==> src/rtl/sbr_pkg.sv <==
package sbr_pkg;
  localparam int FRAME_W    = 16;
  localparam int ADDR_W     = 7;
  localparam int BYTE_W     = 8;
  localparam int REG_W      = 2 * BYTE_W;
  localparam int WORD_IDX_W = ADDR_W - 1;

  typedef struct packed {
    logic              is_write;
    logic [ADDR_W-1:0] addr;
    logic [BYTE_W-1:0] data;
  } frame_t;

  typedef enum logic [1:0] {
    ACT_NONE,
    ACT_WRITE,
    ACT_READ,
    ACT_DROP
  } frame_act_e;

  // Split a received 16-bit word into its fields.
  function automatic frame_t split_frame(input logic [FRAME_W-1:0] w);
    return frame_t'(w);
  endfunction

  // Word (register) index of a byte address.
  function automatic logic [WORD_IDX_W-1:0] word_of(input logic [ADDR_W-1:0] a);
    return a[ADDR_W-1:1];
  endfunction

  // Replace one half of a register, leaving the other half intact.
  function automatic logic [REG_W-1:0] merge_byte(input logic [REG_W-1:0] old,
                                                  input logic             hi,
                                                  input logic [BYTE_W-1:0] b);
    return hi ? {b, old[BYTE_W-1:0]} : {old[REG_W-1:BYTE_W], b};
  endfunction

  // Decide what a frame boundary means.
  function automatic frame_act_e classify(input logic ended,
                                          input logic ok,
                                          input logic blocked,
                                          input logic is_wr);
    if (!ended)         return ACT_NONE;
    if (!ok || blocked) return ACT_DROP;
    return is_wr ? ACT_WRITE : ACT_READ;
  endfunction
endpackage

==> src/rtl/sbr_sync.sv <==
module sbr_sync #(
  parameter int   STAGES    = 2,
  parameter logic RESET_VAL = 1'b0
) (
  input  logic clk,
  input  logic rst_n,
  input  logic d,
  output logic q
);
  logic [STAGES-1:0] pipe;

  if (STAGES == 1) begin : g_single
    always_ff @(posedge clk or negedge rst_n) begin
      if (!rst_n) pipe <= RESET_VAL;
      else        pipe <= d;
    end
  end else begin : g_multi
    always_ff @(posedge clk or negedge rst_n) begin
      if (!rst_n) pipe <= {STAGES{RESET_VAL}};
      else        pipe <= {pipe[STAGES-2:0], d};
    end
  end

  assign q = pipe[STAGES-1];
endmodule

==> src/rtl/sbr_spi_front.sv <==
module sbr_spi_front
  import sbr_pkg::*;
#(
  parameter int SYNC_STAGES = 2
) (
  input  logic               clk,
  input  logic               rst_n,
  input  logic               spi_sclk,
  input  logic               spi_cs_n,
  input  logic               spi_mosi,
  input  logic [FRAME_W-1:0] tx_word,
  output logic               frame_start,
  output logic               frame_end,
  output logic               frame_ok,
  output logic               cs_active,
  output logic [FRAME_W-1:0] frame_word,
  output logic               spi_miso
);
  localparam int               CNT_W    = $clog2(FRAME_W + 2);
  localparam logic [CNT_W-1:0] CNT_FULL = CNT_W'(FRAME_W);
  localparam logic [CNT_W-1:0] CNT_SAT  = CNT_W'(FRAME_W + 1);

  logic sclk_s, cs_s, mosi_s;
  logic sclk_q, cs_q;
  logic sclk_rise, sclk_fall;
  logic [CNT_W-1:0]   rx_cnt;
  logic [FRAME_W-1:0] rx_sh;
  logic [FRAME_W-1:0] tx_sh;
  logic               tx_skip;

  sbr_sync #(.STAGES(SYNC_STAGES), .RESET_VAL(1'b1)) u_sync_sclk (
    .clk(clk), .rst_n(rst_n), .d(spi_sclk), .q(sclk_s));
  sbr_sync #(.STAGES(SYNC_STAGES), .RESET_VAL(1'b1)) u_sync_cs (
    .clk(clk), .rst_n(rst_n), .d(spi_cs_n), .q(cs_s));
  sbr_sync #(.STAGES(SYNC_STAGES), .RESET_VAL(1'b0)) u_sync_mosi (
    .clk(clk), .rst_n(rst_n), .d(spi_mosi), .q(mosi_s));

  always_ff @(posedge clk or negedge rst_n) begin
    if (!rst_n) begin
      sclk_q <= 1'b1;
      cs_q   <= 1'b1;
    end else begin
      sclk_q <= sclk_s;
      cs_q   <= cs_s;
    end
  end

  assign cs_active   = ~cs_s;
  assign frame_start = cs_q & ~cs_s;
  assign frame_end   = ~cs_q & cs_s;
  assign sclk_rise   = cs_active & sclk_s & ~sclk_q;
  assign sclk_fall   = cs_active & ~sclk_s & sclk_q;

  // Receive side: count rising edges (saturating one past a full frame).
  always_ff @(posedge clk or negedge rst_n) begin
    if (!rst_n) begin
      rx_cnt <= '0;
      rx_sh  <= '0;
    end else if (frame_start) begin
      rx_cnt <= '0;
    end else if (sclk_rise) begin
      rx_sh <= {rx_sh[FRAME_W-2:0], mosi_s};
      if (rx_cnt != CNT_SAT) rx_cnt <= rx_cnt + 1'b1;
    end
  end

  assign frame_ok   = (rx_cnt == CNT_FULL);
  assign frame_word = rx_sh;

  // Transmit side: MSB presented at selection, advance on falling edges
  // after the first one.
  always_ff @(posedge clk or negedge rst_n) begin
    if (!rst_n) begin
      tx_sh   <= '0;
      tx_skip <= 1'b1;
    end else if (frame_start) begin
      tx_sh   <= tx_word;
      tx_skip <= 1'b1;
    end else if (frame_end) begin
      tx_sh   <= '0;
    end else if (sclk_fall) begin
      if (tx_skip) tx_skip <= 1'b0;
      else         tx_sh   <= {tx_sh[FRAME_W-2:0], 1'b0};
    end
  end

  assign spi_miso = ~spi_cs_n & tx_sh[FRAME_W-1];
endmodule

==> src/rtl/sbr_frame_ctl.sv <==
module sbr_frame_ctl
  import sbr_pkg::*;
(
  input  logic                  clk,
  input  logic                  rst_n,
  input  logic                  frame_start,
  input  logic                  frame_end,
  input  logic                  frame_ok,
  input  logic                  cs_active,
  input  logic                  busy,
  input  logic [FRAME_W-1:0]    frame_word,
  input  logic [REG_W-1:0]      rd_data,
  output logic [WORD_IDX_W-1:0] rd_word,
  output logic                  busy_seen,
  output logic                  wr_en,
  output logic [ADDR_W-1:0]     wr_addr,
  output logic [BYTE_W-1:0]     wr_byte,
  output logic [FRAME_W-1:0]    tx_word
);
  frame_t     fr;
  frame_act_e act;

  assign fr      = split_frame(frame_word);
  assign rd_word = word_of(fr.addr);
  assign act     = classify(frame_end, frame_ok, busy_seen | busy, fr.is_write);

  // Sticky suspension flag for the frame in progress.
  always_ff @(posedge clk or negedge rst_n) begin
    if (!rst_n)                busy_seen <= 1'b0;
    else if (frame_start)      busy_seen <= busy;
    else if (cs_active & busy) busy_seen <= 1'b1;
  end

  always_ff @(posedge clk or negedge rst_n) begin
    if (!rst_n) begin
      wr_en   <= 1'b0;
      wr_addr <= '0;
      wr_byte <= '0;
      tx_word <= '0;
    end else begin
      wr_en <= 1'b0;
      unique case (act)
        ACT_WRITE: begin
          wr_en   <= 1'b1;
          wr_addr <= fr.addr;
          wr_byte <= fr.data;
          tx_word <= '0;
        end
        ACT_READ:  tx_word <= rd_data;
        ACT_DROP:  tx_word <= '0;
        default:   ;
      endcase
    end
  end
endmodule

==> src/rtl/sbr_reg_bank.sv <==
module sbr_reg_bank
  import sbr_pkg::*;
#(
  parameter int                      NUM_REGS  = 4,
  parameter int                      BASE_WORD = 34,
  parameter logic [NUM_REGS*16-1:0]  DEFAULTS  = {16'h0000, 16'h001F, 16'h0006, 16'h0000}
) (
  input  logic                      clk,
  input  logic                      rst_n,
  input  logic                      wr_en,
  input  logic [ADDR_W-1:0]         wr_addr,
  input  logic [BYTE_W-1:0]         wr_byte,
  input  logic [WORD_IDX_W-1:0]     rd_word,
  output logic [REG_W-1:0]          rd_data,
  output logic [NUM_REGS*REG_W-1:0] reg_words
);
  logic [REG_W-1:0] regs [NUM_REGS];

  for (genvar g = 0; g < NUM_REGS; g++) begin : g_reg
    localparam logic [WORD_IDX_W-1:0] SLOT = WORD_IDX_W'(BASE_WORD + g);
    logic hit;
    assign hit = wr_en && (word_of(wr_addr) == SLOT);

    always_ff @(posedge clk or negedge rst_n) begin
      if (!rst_n)   regs[g] <= DEFAULTS[g*REG_W +: REG_W];
      else if (hit) regs[g] <= merge_byte(regs[g], wr_addr[0], wr_byte);
    end

    assign reg_words[g*REG_W +: REG_W] = regs[g];
  end

  always_comb begin
    rd_data = '0;
    for (int k = 0; k < NUM_REGS; k++) begin
      if (rd_word == WORD_IDX_W'(BASE_WORD + k)) rd_data = regs[k];
    end
  end
endmodule

==> src/rtl/spi_byte_regport.sv <==
module spi_byte_regport
  import sbr_pkg::*;
#(
  parameter int                     NUM_REGS    = 4,
  parameter int                     BASE_WORD   = 34,
  parameter logic [NUM_REGS*16-1:0] DEFAULTS    = {16'h0000, 16'h001F, 16'h0006, 16'h0000},
  parameter int                     SYNC_STAGES = 2
) (
  input  logic                   clk,
  input  logic                   rst_n,
  input  logic                   spi_sclk,
  input  logic                   spi_cs_n,
  input  logic                   spi_mosi,
  output logic                   spi_miso,
  input  logic                   busy,
  output logic                   bank_we,
  output logic [ADDR_W-1:0]      bank_addr,
  output logic [BYTE_W-1:0]      bank_byte,
  output logic [NUM_REGS*16-1:0] reg_words
);
  // Named internal events, also observed by the bound checker.
  logic                  frame_start;
  logic                  frame_end;
  logic                  frame_ok;
  logic                  cs_active;
  logic                  busy_seen;
  logic [FRAME_W-1:0]    frame_word;
  logic [FRAME_W-1:0]    tx_word;
  logic [REG_W-1:0]      rd_data;
  logic [WORD_IDX_W-1:0] rd_word;

  sbr_spi_front #(.SYNC_STAGES(SYNC_STAGES)) u_front (
    .clk         (clk),
    .rst_n       (rst_n),
    .spi_sclk    (spi_sclk),
    .spi_cs_n    (spi_cs_n),
    .spi_mosi    (spi_mosi),
    .tx_word     (tx_word),
    .frame_start (frame_start),
    .frame_end   (frame_end),
    .frame_ok    (frame_ok),
    .cs_active   (cs_active),
    .frame_word  (frame_word),
    .spi_miso    (spi_miso)
  );

  sbr_frame_ctl u_ctl (
    .clk         (clk),
    .rst_n       (rst_n),
    .frame_start (frame_start),
    .frame_end   (frame_end),
    .frame_ok    (frame_ok),
    .cs_active   (cs_active),
    .busy        (busy),
    .frame_word  (frame_word),
    .rd_data     (rd_data),
    .rd_word     (rd_word),
    .busy_seen   (busy_seen),
    .wr_en       (bank_we),
    .wr_addr     (bank_addr),
    .wr_byte     (bank_byte),
    .tx_word     (tx_word)
  );

  sbr_reg_bank #(
    .NUM_REGS  (NUM_REGS),
    .BASE_WORD (BASE_WORD),
    .DEFAULTS  (DEFAULTS)
  ) u_bank (
    .clk       (clk),
    .rst_n     (rst_n),
    .wr_en     (bank_we),
    .wr_addr   (bank_addr),
    .wr_byte   (bank_byte),
    .rd_word   (rd_word),
    .rd_data   (rd_data),
    .reg_words (reg_words)
  );
endmodule

==> config.mk <==
export PLATFORM = sky130hd
export DESIGN_NAME = spi_byte_regport
export DESIGN_NICKNAME = d
export VERILOG_FILES = /design/src/rtl/sbr_pkg.sv /design/src/rtl/sbr_sync.sv /design/src/rtl/sbr_spi_front.sv /design/src/rtl/sbr_frame_ctl.sv /design/src/rtl/sbr_reg_bank.sv /design/src/rtl/spi_byte_regport.sv
export SDC_FILE = /design/constraint.sdc
export NUM_CORES = 1
export LEC_CHECK = 0
export BUFFER_PORTS_ARGS = -buffer_cell sky130_fd_sc_hd__buf_4
export CAP_MARGIN = 10
export CORE_MARGIN = 2
export CORE_UTILIZATION = 42
export DETAILED_ROUTE_END_ITERATION = 6
export GPL_ROUTABILITY_DRIVEN = 0
export GPL_TIMING_DRIVEN = 0
export SYNTH_ARGS = -nofsm -noshare
export SYNTH_HDL_FRONTEND = slang
export SYNTH_SLANG_ARGS = --single-unit
==> constraint.sdc <==
create_clock -name clk -period 1.8 [get_ports clk]
set_clock_uncertainty 0.05 [all_clocks]
set_input_delay 0.54 -clock clk [delete_from_list [all_inputs] [get_ports clk]]
set_output_delay 0.54 -clock clk [all_outputs]
set_load 0.01 [all_outputs]
==> results.toml <==
[routing]
wl_met2_mm = 7.67
detail_route.wirelength_mm = 16.1
vias = 4289
top_layer = "met4"
route.met3.wl_um = 612
drt-met1-wl_mm = 7.56
via_per_inst = 5.48
ant_nets = 0
first_pass_iters = 4
drc_errors = 0
drt_iter0_markers = 292
wl_per_cell_um = 20.5

[floorplan]
core-area_sq_um = 14600
ios = 87
die_w_um = 127
dieArea_sq_um = 16100
dieHeight_um = 127
start_util = 0.433
std_cell_rows = 44

[final_layout]
final_util = 0.566
finalInstanceArea_sq_um = 8300
num-nets-final = 595
drive_above_1_share = 0.516
area_growth_pct = 30.9
n_fill_cell = 1214
diodes = 0

[yosys]
mappedNetlistNets = 467
synth_top_area_frac = 0.509
synth_edf_count = 0
async_reset_ff_frac = 1.00
synth.distinct_cells = 41
yosysTopAreaCell = "dfrtp_1"
synthCells = 458
syn_area_sq_um = 6340
ys_top_cells_by_area = "dfrtp_1 51%, mux2_2 18%, dfstp_2 5.8%, mux2i_1 4.9%, a32o_1 2.5%"
synth-warning-count = 0
synth_area_per_cell_sq_um = 13.8
yosysSeqAreaShare = 0.567
synth-main-ff-cell = "dfrtp_1"
synth-seq-cells = 143

[grt]
grt_pass1_vias = 4370
antenna_found_initial = 0
grt_max_degree = 82
grt_pass1_wl_mm = 24.9
grt_overflow = 0
grt_use_total = 0.203

[cts]
clk_transition_reported_paths_ps = 60
cts.sinks = 143
clock_latency_ps = 410
root_buffer = "clkbuf_16"
cts_tree = "built"
numCtsBuffers = 17
cts_max_level = 4
clock_path_buffers = 2

[power_and_ir_drop]
p_per_area_nw_per_um2 = 863
p_leak_nw = 3.86
ir_worst_vdd_uv = 632

[timing]
max_freq_mhz = 548
slew_headroom = 0.606
drv_slew = 0
final.min_clock_period_ps = 1820
tightest_slew_ps = 591
worst_slack_ps = -24.0
fin_crit_sh = 1.01
hold_violations = 0
report.final.setup_viol = 11
rsz0062_at_grt = "true"

[place]
io_buffers = 86
post-dp-hpwl_mm = 10.8
post_dp_cell_area_sq_um = 7250

[worst_setup_path]
worst_ep_arrival_time_ps = 2060
r2r_slack_ps = -20
r2r-end = "u_bank.reg_words[14]$_DFFE_PN0P_"
setup.worst_path.end_class = "flop"
timing.rr.start = "u_ctl.wr_addr[4]$_DFFE_PN0N_"
critical-path-max-stage-delay_ps = 590
path_class = "flop to flop"
endpoint = "u_bank.reg_words[14]$_DFFE_PN0P_"
start_kind = "flop"
slowest_stage = "or4b_4"
path_buf_inv = 1
crit_required_ps = 2040
worst-path-stages = 4
critical_path.max_fanout = 8
crit_start = "u_ctl.wr_addr[4]$_DFFE_PN0N_"
crit_family = "simple AND/OR/NAND/NOR gates"
r2r_cells = 4
crit_chain = "or4b_4 -> nor2_4 -> buf_12 -> mux2_4"

[hold_path]
hp-class = "primary input to asynchronous set/reset pin"

[outcome]
violations = "setup timing"
status = "complete, but fails checks"

[job]
cap_violations = 0
state kept, by name (all words and copies together) (netlist names), 2 cells and up:
register / count
u_ctl.wr_addr: 7
u_front.u_sync_cs.pipe: 2
u_ctl.wr_byte: 8
u_front.u_sync_mosi.pipe: 2
u_ctl.tx_word: 16
u_front.u_sync_sclk.pipe: 2
u_front.tx_sh: 16
u_front.frame_word: 16
u_bank.reg_words: 64
u_front.rx_cnt: 5
metrics by stage:
step	setup WS (ps)	hold WS, ps	power, mW	std cells	setup TNS (ps)
2_1_floorplan	-17.9	194	3.51	458	-161
3_3_place_gp	-469	283	3.62	728	-68840
3_5_place_dp	-344	286	3.64	729	-10130
4_1_cts	-32.3	76.2	7.20	772	-258
5_1_grt	-75.5	91.1	7.45	783	-1540
6_report	-24.0	53.4	7.16	783	-176
worst min-delay path by stage:
stage / from / endpoint / slack, ps / cells after the start
final: rst_n / u_front.rx_cnt[3]$_DFFE_PN0P_ / 50 / 1
after global routing: rst_n / u_front.rx_cnt[4]$_DFFE_PN0P_ / 90 / 1
after CTS: rst_n / u_front.rx_cnt[3]$_DFFE_PN0P_ / 80 / 1
after detailed placement: u_front.u_sync_mosi.pipe[0]$_DFF_PN0_ / u_front.u_sync_mosi.pipe[1]$_DFF_PN0_ / 290 / 0
after global placement: u_front.u_sync_mosi.pipe[0]$_DFF_PN0_ / u_front.u_sync_mosi.pipe[1]$_DFF_PN0_ / 280 / 0
after floorplan: rst_n / u_bank.reg_words[0]$_DFFE_PN0P_ / 190 / 0
cells in the final DEF (no fill, tap or decap), drive strengths merged, types with 4 or more instances in the layout:
cell type	instances
dfrtp	129
buf	122
mux2	110
mux2i	31
clkbuf	29
nor2	22
or3	18
o22ai	16
a32o	16
o2bb2ai	15
dfstp	14
nand2	9
o21ai	8
inv	8
a21oi	6
nand2b	5
clkinv	5
nor4bb	4
Yosys cell counts, types with 2 or more instances:
cell	number
mux2i_1	31
mux2_1	8
nor4bb_1	4
nand2b_1	5
nor4b_1	2
nand4b_1	2
mux2_2	102
nor2_4	3
dfstp_2	14
nor2b_1	2
or3b_4	2
ha_1	3
nor2_2	2
buf_4	3
a21oi_1	5
o21ai_0	8
buf_1	3
or3_1	18
nor3b_1	2
buf_2	7
nand3_1	2
nor2_1	17
dfrtp_1	129
inv_1	6
nand4bb_1	2
a32o_1	16
nand2_1	9
o22ai_1	16
o2bb2ai_1	15
clkbuf_1	9
cell type report:
cell class              count  area [sq um]  share of cell area
flip-flops and latches    143          3610               0.435
multi-input cells         286          2780               0.335
repair buffers            110           898               0.108
clock buffers              19           433              0.0522
well taps                 184           230              0.0278
clock inverters            13           163              0.0196
plain buffers              22           163              0.0196
inverters                   6          22.5             0.00271
report_power, final:
group | internal [mW] | leakage, nW | switching (mW)
sequential | 3.29 | 1.92 | 0.0504
clock | 2.18 | 0.284 | 1.34
combinational | 0.137 | 1.66 | 0.157
total | 5.61 | 3.86 | 1.55
worst reg2reg max path, stage by stage, from the launching register on:
cell	delay, ps
dfrtp_2	450
or4b_4	590
nor2_4	150
buf_12	160
mux2_4	310
layer usage:
metal | vias up | track usage
met5 | - | 0
met3 | 10 | 0.0506
met2 | 94 | 0.315
met1 | 2211 | 0.290
met4 | 0 | 0.0485
li1 | 1974 | -
what timing repair did:
item                                    CTS  global route
pin swaps                                 6            15
resized for setup                        22            57
endpoints found under the setup margin   91           102
gates cloned                              1             1
hold buffers                              0             0
buffers inserted                         10            11
logic make-up (layout without fill, tap and decap cells):
logic type      after synthesis  count (layout)  share of synthesized area
compound gates               61              61                     0.0746
fa+ha+maj                     3               3                    0.00592
buf+inv                      29             170                     0.0215
flops                       143             143                      0.567
mux                         141             141                      0.244
simple gates                 81              81                     0.0861
Power figures use the tool's default switching activity.
